### src/rtl/vdma_pkg.sv
package vdma_pkg;

    typedef enum logic [1:0] {
        MODE_EXT,
        MODE_FILL,
        MODE_COPY
    } dma_mode_t;

    typedef enum logic [2:0] {
        ST_IDLE,
        ST_EXT,
        ST_FILL,
        ST_CP_RD,
        ST_CP_WR
    } dma_state_t;

    function automatic dma_mode_t mode_of(input logic [7:0] hi);
        if (!hi[7])
            return MODE_EXT;
        else if (!hi[6])
            return MODE_FILL;
        else
            return MODE_COPY;
    endfunction

endpackage

### src/rtl/vdma_regs.sv
module vdma_regs #(
    parameter int ADDR_W = 16,
    parameter int CMD_W  = 6
) (
    input  logic              clk,
    input  logic              rst_n,
    input  logic              load,
    input  logic [7:0]        ld_hi,
    input  logic [7:0]        ld_mid,
    input  logic [7:0]        ld_lo,
    input  logic [15:0]       ld_len,
    input  logic [7:0]        ld_inc,
    input  logic [ADDR_W-1:0] ld_dest,
    input  logic [CMD_W-1:0]  ld_cmd,
    input  logic              adv,
    output logic [7:0]        src_hi,
    output logic [7:0]        src_mid,
    output logic [7:0]        src_lo,
    output logic [15:0]       len,
    output logic [ADDR_W-1:0] dest,
    output logic [CMD_W-1:0]  cmd,
    output logic              last
);
    localparam logic [CMD_W-1:0] CMD_KEEP = CMD_W'(4'hF);

    logic [7:0]  len_hi, len_lo, inc;
    logic [15:0] len_dec;

    assign len     = {len_hi, len_lo};
    assign len_dec = len - 16'd1;
    assign last    = (len_dec == 16'd0);

    always_ff @(posedge clk or negedge rst_n) begin
        if (!rst_n) begin
            src_hi  <= '0;
            src_mid <= '0;
            src_lo  <= '0;
            len_hi  <= '0;
            len_lo  <= '0;
            inc     <= '0;
            dest    <= '0;
            cmd     <= '0;
        end else if (load) begin
            src_hi  <= ld_hi;
            src_mid <= ld_mid;
            src_lo  <= ld_lo;
            len_hi  <= ld_len[15:8];
            len_lo  <= ld_len[7:0];
            inc     <= ld_inc;
            dest    <= ld_dest;
            cmd     <= ld_cmd;
        end else if (adv) begin
            src_lo <= src_lo + 8'd1;
            if (src_lo == 8'hFF)
                src_mid <= src_mid + 8'd1;
            dest   <= dest + ADDR_W'(inc);
            len_hi <= len_dec[15:8];
            len_lo <= len_dec[7:0];
            if (len_dec == 16'd0)
                cmd <= cmd & CMD_KEEP;
        end
    end

    AST_SRC_HI_HOLD: assert property (@(posedge clk) disable iff (!rst_n)
        adv |=> $stable(src_hi));
    AST_SRC_CARRY: assert property (@(posedge clk) disable iff (!rst_n)
        (adv && src_lo == 8'hFF) |=> src_mid == $past(src_mid) + 8'd1);
    AST_DEST_STEP: assert property (@(posedge clk) disable iff (!rst_n)
        adv |=> dest == $past(dest) + ADDR_W'($past(inc)));
    AST_LEN_STEP: assert property (@(posedge clk) disable iff (!rst_n)
        adv |=> len == $past(len) - 16'd1);

endmodule

### src/rtl/vdma_queue.sv
module vdma_queue #(
    parameter int DEPTH  = 4,
    parameter int ADDR_W = 16,
    parameter int DATA_W = 16,
    parameter int CYC_W  = 16
) (
    input  logic              clk,
    input  logic              rst_n,
    input  logic [CYC_W-1:0]  cyc,
    input  logic              push,
    input  logic [ADDR_W-1:0] push_addr,
    input  logic [DATA_W-1:0] push_data,
    input  logic [CYC_W-1:0]  push_due,
    input  logic              refill,
    input  logic [ADDR_W-1:0] refill_addr,
    input  logic              pop_en,
    output logic              empty,
    output logic              full,
    output logic              drain,
    output logic [ADDR_W-1:0] head_addr,
    output logic [DATA_W-1:0] head_data,
    output logic              head_fill
);
    localparam int PTR_W = $clog2(DEPTH);

    logic [ADDR_W-1:0] q_addr [DEPTH];
    logic [DATA_W-1:0] q_data [DEPTH];
    logic [CYC_W-1:0]  q_due  [DEPTH];
    logic              q_fill [DEPTH];

    logic [PTR_W-1:0] wr, rd, wr_m1, head_idx, head_nxt;
    logic [CYC_W-1:0] slack;
    logic             head_valid, due_ok;

    assign wr_m1      = wr - 1'b1;
    assign head_idx   = refill ? wr_m1 : rd;
    assign head_nxt   = head_idx + 1'b1;
    assign head_valid = !empty || refill;
    assign slack      = cyc - q_due[rd];
    assign due_ok     = refill || !slack[CYC_W-1];
    assign drain      = pop_en && head_valid && due_ok;
    assign head_addr  = refill ? refill_addr : q_addr[rd];
    assign head_data  = q_data[head_idx];
    assign head_fill  = refill || q_fill[rd];
    assign full       = !empty && (rd == wr);

    always_ff @(posedge clk or negedge rst_n) begin
        if (!rst_n) begin
            wr    <= '0;
            rd    <= '0;
            empty <= 1'b1;
            for (int i = 0; i < DEPTH; i++) begin
                q_addr[i] <= '0;
                q_data[i] <= '0;
                q_due[i]  <= '0;
                q_fill[i] <= 1'b0;
            end
        end else begin
            if (push) begin
                q_addr[wr] <= push_addr;
                q_data[wr] <= push_data;
                q_due[wr]  <= push_due;
                q_fill[wr] <= 1'b0;
                wr         <= wr + 1'b1;
            end
            if (refill) begin
                q_addr[wr_m1] <= refill_addr;
                q_due[wr_m1]  <= cyc;
                q_fill[wr_m1] <= 1'b1;
            end
            if (drain) begin
                rd    <= head_nxt;
                empty <= (head_nxt == wr) && !push;
            end else if (refill) begin
                rd    <= wr_m1;
                empty <= 1'b0;
            end else if (push) begin
                if (empty)
                    rd <= wr;
                empty <= 1'b0;
            end
        end
    end

    AST_NO_OVERFLOW: assert property (@(posedge clk) disable iff (!rst_n)
        push |-> !full);
    AST_FILL_LEAVES_EMPTY: assert property (@(posedge clk) disable iff (!rst_n)
        (refill && drain) |=> empty);

endmodule

### src/rtl/vdma_ctrl.sv
module vdma_ctrl
    import vdma_pkg::*;
(
    input  logic      clk,
    input  logic      rst_n,
    input  logic      start,
    input  dma_mode_t start_mode,
    input  logic      ext_slot,
    input  logic      src_slot,
    input  logic      after_refresh,
    input  logic      q_empty,
    input  logic      q_full,
    input  logic      q_drain,
    input  logic      last,
    output logic      run,
    output logic      load,
    output logic      adv,
    output logic      push_ext,
    output logic      push_seed,
    output logic      refill,
    output logic      cp_read,
    output logic      cp_write
);
    dma_state_t state, state_n;

    always_ff @(posedge clk or negedge rst_n) begin
        if (!rst_n)
            state <= ST_IDLE;
        else
            state <= state_n;
    end

    always_comb begin
        state_n   = state;
        load      = 1'b0;
        adv       = 1'b0;
        push_ext  = 1'b0;
        push_seed = 1'b0;
        refill    = 1'b0;
        cp_read   = 1'b0;
        cp_write  = 1'b0;
        unique case (state)
            ST_IDLE: begin
                if (start) begin
                    load = 1'b1;
                    unique case (start_mode)
                        MODE_EXT:  state_n = ST_EXT;
                        MODE_FILL: begin
                            state_n   = ST_FILL;
                            push_seed = !q_full;
                        end
                        MODE_COPY: state_n = ST_CP_RD;
                        default:   state_n = ST_IDLE;
                    endcase
                end
            end
            ST_EXT: begin
                push_ext = src_slot && !after_refresh && !q_full;
                adv      = push_ext;
                if (adv && last)
                    state_n = ST_IDLE;
            end
            ST_FILL: begin
                refill = ext_slot && q_empty;
                adv    = refill;
                if (adv && last)
                    state_n = ST_IDLE;
            end
            ST_CP_RD: begin
                cp_read = ext_slot && !q_drain;
                if (cp_read)
                    state_n = ST_CP_WR;
            end
            ST_CP_WR: begin
                cp_write = ext_slot && !q_drain;
                adv      = cp_write;
                if (cp_write)
                    state_n = last ? ST_IDLE : ST_CP_RD;
            end
            default: state_n = ST_IDLE;
        endcase
    end

    assign run = (state != ST_IDLE);

    AST_RUN_CLEARS: assert property (@(posedge clk) disable iff (!rst_n)
        (adv && last) |=> !run);
    AST_ONE_ACTION: assert property (@(posedge clk) disable iff (!rst_n)
        $onehot0({push_ext, push_seed, refill, cp_read, cp_write}));

endmodule

### src/rtl/vram_dma_seq.sv
module vram_dma_seq
    import vdma_pkg::*;
#(
    parameter int ADDR_W  = 16,
    parameter int DATA_W  = 16,
    parameter int CYC_W   = 16,
    parameter int QDEPTH  = 4,
    parameter int LATENCY = 2,
    parameter int CMD_W   = 6
) (
    input  logic              clk,
    input  logic              rst_n,
    input  logic              start,
    input  logic [7:0]        start_src_hi,
    input  logic [7:0]        start_src_mid,
    input  logic [7:0]        start_src_lo,
    input  logic [15:0]       start_len,
    input  logic [7:0]        start_inc,
    input  logic [ADDR_W-1:0] start_dest,
    input  logic [CMD_W-1:0]  start_cmd,
    input  logic [DATA_W-1:0] start_fill_data,
    input  logic              wide_mode,
    input  logic              ext_slot,
    input  logic              src_slot,
    input  logic              after_refresh,
    output logic [23:0]       ext_addr,
    input  logic [DATA_W-1:0] ext_rdata,
    output logic [15:0]       vram_raddr,
    input  logic [7:0]        vram_rdata,
    output logic              mem_we,
    output logic [ADDR_W-1:0] mem_addr,
    output logic [DATA_W-1:0] mem_wdata,
    output logic              mem_byte,
    output logic              mem_fill,
    output logic              run,
    output logic [CMD_W-1:0]  cmd,
    output logic [23:0]       src_out,
    output logic [15:0]       len_out,
    output logic [ADDR_W-1:0] dest_out,
    output logic              q_empty
);
    localparam logic [CYC_W-1:0] DLY_WIDE   = CYC_W'(LATENCY * 16);
    localparam logic [CYC_W-1:0] DLY_NARROW = CYC_W'(LATENCY * 20);

    logic [CYC_W-1:0]  cyc, push_due;
    logic [7:0]        src_hi, src_mid, src_lo, cp_latch;
    logic [ADDR_W-1:0] dest, push_addr, q_head_addr;
    logic [DATA_W-1:0] push_data, q_head_data;
    logic load, adv, last, push_ext, push_seed, refill, cp_read, cp_write;
    logic q_full, q_drain, q_head_fill, latch_vld;

    always_ff @(posedge clk or negedge rst_n) begin
        if (!rst_n)
            cyc <= '0;
        else
            cyc <= cyc + 1'b1;
    end

    vdma_ctrl u_ctrl (
        .clk(clk), .rst_n(rst_n), .start(start),
        .start_mode(mode_of(start_src_hi)),
        .ext_slot(ext_slot), .src_slot(src_slot), .after_refresh(after_refresh),
        .q_empty(q_empty), .q_full(q_full), .q_drain(q_drain), .last(last),
        .run(run), .load(load), .adv(adv), .push_ext(push_ext),
        .push_seed(push_seed), .refill(refill), .cp_read(cp_read), .cp_write(cp_write)
    );

    vdma_regs #(.ADDR_W(ADDR_W), .CMD_W(CMD_W)) u_regs (
        .clk(clk), .rst_n(rst_n), .load(load),
        .ld_hi(start_src_hi), .ld_mid(start_src_mid), .ld_lo(start_src_lo),
        .ld_len(start_len), .ld_inc(start_inc), .ld_dest(start_dest), .ld_cmd(start_cmd),
        .adv(adv), .src_hi(src_hi), .src_mid(src_mid), .src_lo(src_lo),
        .len(len_out), .dest(dest), .cmd(cmd), .last(last)
    );

    assign push_addr = push_seed ? start_dest : dest;
    assign push_data = push_seed ? start_fill_data : ext_rdata;
    assign push_due  = push_seed ? cyc : cyc + (wide_mode ? DLY_WIDE : DLY_NARROW);

    vdma_queue #(.DEPTH(QDEPTH), .ADDR_W(ADDR_W), .DATA_W(DATA_W), .CYC_W(CYC_W)) u_queue (
        .clk(clk), .rst_n(rst_n), .cyc(cyc),
        .push(push_ext || push_seed), .push_addr(push_addr), .push_data(push_data),
        .push_due(push_due), .refill(refill), .refill_addr(dest), .pop_en(ext_slot),
        .empty(q_empty), .full(q_full), .drain(q_drain),
        .head_addr(q_head_addr), .head_data(q_head_data), .head_fill(q_head_fill)
    );

    always_ff @(posedge clk or negedge rst_n) begin
        if (!rst_n) begin
            cp_latch  <= '0;
            latch_vld <= 1'b0;
        end else if (cp_read) begin
            cp_latch  <= vram_rdata;
            latch_vld <= 1'b1;
        end else if (cp_write) begin
            latch_vld <= 1'b0;
        end
    end

    assign ext_addr   = {src_hi, src_mid, src_lo};
    assign src_out    = ext_addr;
    assign dest_out   = dest;
    assign vram_raddr = {src_mid, src_lo} ^ 16'h0001;
    assign mem_we     = q_drain || cp_write;
    assign mem_addr   = q_drain ? q_head_addr : (dest ^ ADDR_W'(1));
    assign mem_wdata  = q_drain ? q_head_data : DATA_W'(cp_latch);
    assign mem_byte   = !q_drain && cp_write;
    assign mem_fill   = q_drain && q_head_fill;

    AST_COPY_AFTER_READ: assert property (@(posedge clk) disable iff (!rst_n)
        cp_write |-> latch_vld);
    AST_READ_THEN_WRITE: assert property (@(posedge clk) disable iff (!rst_n)
        cp_read |=> latch_vld);

endmodule

### config.mk
export PLATFORM = sky130hd
export DESIGN_NAME = vram_dma_seq
export DESIGN_NICKNAME = d
export VERILOG_FILES = /design/src/rtl/vdma_pkg.sv /design/src/rtl/vdma_regs.sv /design/src/rtl/vdma_queue.sv /design/src/rtl/vdma_ctrl.sv /design/src/rtl/vram_dma_seq.sv
export SDC_FILE = /design/constraint.sdc
export NUM_CORES = 1
export LEC_CHECK = 0
export BUFFER_PORTS_ARGS = -buffer_cell sky130_fd_sc_hd__buf_2
export CAP_MARGIN = 20
export CELL_PAD_IN_SITES_DETAIL_PLACEMENT = 0
export CELL_PAD_IN_SITES_GLOBAL_PLACEMENT = 2
export CORE_MARGIN = 5
export CORE_UTILIZATION = 32
export CTS_CLUSTER_SIZE = 25
export DETAILED_ROUTE_END_ITERATION = 16
export PLACE_DENSITY = 0.86
export SYNTH_ARGS = -nofsm -noshare
export SYNTH_HDL_FRONTEND = slang
export SYNTH_SLANG_ARGS = --single-unit
### constraint.sdc
create_clock -name clk -period 4.1 [get_ports clk]
set_input_delay 0.205 -clock clk [delete_from_list [all_inputs] [get_ports clk]]
set_output_delay 0.205 -clock clk [all_outputs]
set_load 0.05 [all_outputs]
==> results.yml <==
outcome:
  status: "completed"
worst_setup_path:
  reg2reg_slack_ns: 0.40
  start_kind: "flop"
  path_class: "reg -> out"
  worstPathRequired_ns: 3.89
  worst-path-max-fanout: 6
  crit_arrival_ns: 3.82
  endpoint_kind: "output port"
grt:
  antenna_found_initial: 3
  grt_pass1_vias: 14200
  overflow: 0
  grt_pass1_wl_mm: 83.08
  grt_max_degree: 102
  groute.usage.overall: 0.1930
routing:
  via_per_inst: 5.277
  wl_per_cell_um: 20.24
  dr.pass1.iters: 5
  ant_nets: 0
  via_count: 13960
  wl_mm: 53.56
  drcViolationCount: 0
  drt-initial-drc-count: 1014
finish:
  fin_util: 0.4165
  fin_nets: 2103
  final_area_um2: 20470
  area_delta_synth_final_pct: 28.28
  fin_cells: 2646
  layout-drive-gt1-share: 0.2688
  fill_cells: 4809
power_and_ir_drop:
  powerDensity_nw_per_um2: 895.0
  p_leak_nw: 9.412
  vdd_ir_drop_max_v: 0.0007775
  power_mw: 18.32
synthesis:
  syn_inst: 1657
  yosys.cell_count.top_type: "dfrtp_1"
  yosysTopAreaCell: "dfrtp_1"
  syn_nets: 1808
  ys_seq_area_frac: 0.4674
  yosys_warnings: 0
  synthTopCellsByCount: "dfrtp_1 (297), nand2_1 (263), nor2_1 (192)"
  synthTopCellsByArea: "dfrtp_1 (47%), mux4_2 (6.9%), nand2_1 (6.2%), nor2_1 (4.5%), o22ai_1 (3.5%)"
  ys_ff_latch: 298
  ys_types: 77
  synthFlopType: "dfrtp_1"
  async_flop_share: 1.000
  synth_area_per_cell_um2: 9.631
  syn-cell-area_um2: 15960
  synth-edff-count: 0
  synth_top_area_share: 0.4657
clocking:
  cts_buffers: 36
  tritoncts: "built"
  clockRootBuffer: "clkbuf_16"
  h-tree-depth: 2
  clkSlewWorstSetupHoldPaths_ns: 0.06
  max-clock-path-buffers: 3
  clk_latency_ns: 0.55
  cts_sinks: 298
floorplanning:
  initial_core_util: 0.3247
  dieWidth_um: 233.3
  fp.coreArea_um2: 49150
  dieArea_um2: 54430
  die_y_um: 233.3
  io_pins: 256
  row_count: 81
sta:
  slew_viol_final: 0
  hold_viol: 0
  timing.fmax_mhz: 248.6
  finalSetupViolCount: 0
  timing.final.ws_setup_ns: 0.07748
  clock_skew_ns: 0.02919
  tns_ns: 0
  fin_crit_sh: 0.9811
  tightest_slew_ns: 0.9099
  fin_crit_ns: 4.023
  timing.hold.ws_ns: 0.02003
  max-slew-margin-rel: 0.3934
place:
  port_buffers: 255
  pre_cts_ws_ns: 0.2987
  hpwl_mm: 35.43
  place_congestion: 0.8122
  placed_area_um2: 17930
  dpl.cell_count: 2482
flow_run:
  max_cap_viol_count: 0
worst_hold_path:
  hold_path_class: "in -> reg"
==> state kept, by name, indices dropped and copies added, names as in the netlist, 3 cells and up <==
name,cells
u_regs.inc,8
u_regs.src_mid,8
cyc,16
u_regs.len_hi,8
u_queue.q_fill,4
u_ctrl.state,3
u_regs.len_lo,8
cp_latch,8
u_queue.q_data,64
u_regs.dest,16
u_regs.cmd,6
u_queue.q_due,64
u_queue.q_addr,64
u_regs.src_hi,8
u_regs.src_lo,8
==> power by group <==
part | leakage [nW] | switching, mW | internal, mW
clock | 0.616 | 1.31 | 2.04
combinational | 5.12 | 5.90 | 3.69
sequential | 3.68 | 1.17 | 4.22
==> metal layers <==
metal	GRT usage	vias to the layer above	routed length (um)
li1	-	6483	-
met5	0	-	12
met2	0.3182	440	26000
met4	0.06517	2	1458
met1	0.2563	6950	22700
met3	0.03659	87	3392
==> layout by cell type (no fill, tap or decap), drive strengths merged, types with 10 or more instances in the layout <==
cell type	netlist	final
buf	74	328
dfrtp	297	297
nand2	264	264
nor2	192	192
o21ai	114	114
o22ai	89	89
a21oi	78	78
dlygate4sd3	0	77
inv	51	53
mux4	49	49
clkbuf	76	48
mux2	39	39
nand3	35	35
ha	33	33
xor2	23	23
mux2i	19	19
a222oi	18	18
nor3	17	17
and3	16	16
and2	15	15
xnor2	14	14
nor2b	14	14
a221o	10	10
clkinv	0	10
==> kinds of logic after synthesis <==
| kind of cell | Yosys count | share of synthesized area |
|---|---|---|
| mux | 107 | 0.1086 |
| simple gates | 588 | 0.1582 |
| xor+xnor | 37 | 0.02031 |
| buf+inv | 201 | 0.05912 |
| compound gates | 392 | 0.1592 |
| flops | 298 | 0.4674 |
| fa+ha+maj | 34 | 0.02713 |
==> worst paths after layout <==
path | from | to | depth (start not counted)
worst max-delay path | u_queue.rd[0]$_DFFE_PN0P_ | mem_wdata[5] | 15
worst min-delay path | start_fill_data[13] | u_queue.q_data[13]$_DFFE_PN0P_ | 3
worst max register to register | u_queue.rd[0]$_DFFE_PN0P_ | u_regs.len_hi[0]$_DFFE_PN0P_ | 14
worst min register to register | u_regs.cmd[0]$_DFFE_PN0P_ | u_regs.cmd[0]$_DFFE_PN0P_ | 2
max in group asynchronous | rst_n | u_queue.q_addr[2]$_DFF_PN0_ | 3
min in group asynchronous | rst_n | cp_latch[5]$_DFFE_PN0P_ | 2
==> what timing repair did <==
item	CTS	global route
cloned	2	0
resized for setup	41	50
endpoints found under the setup margin	35	32
hold buffers	77	0
endpoints found under the hold margin	223	0
buffers inserted	12	5
pin swaps	3	10
==> worst max-delay path, stage by stage, from the launching register on <==
cell	delay, ns
dfrtp_2	0.46
buf_8	0.16
buf_4	0.11
mux4_2	0.47
inv_1	0.06
ha_1	0.21
nand2_1	0.08
o21ai_1	0.08
a221o_1	0.41
nor3_4	0.28
buf_6	0.15
nor3_4	0.04
buf_12	0.13
buf_12	0.14
mux2_4	0.31
buf_8	0.15
==> layout make-up <==
class	instances	area [um2]	share of cell area
clock inverter	17	202.7	0.009902
inverter	51	191.4	0.009352
antenna	3	7.507	0.0003667
sequential	298	7461	0.3645
tap	664	830.8	0.04058
clock buffer	48	1037	0.05067
multi-input combinational	1158	7729	0.3775
timing repair buffer	407	3012	0.1471
No activity file was read; power rests on OpenSTA's default activity.
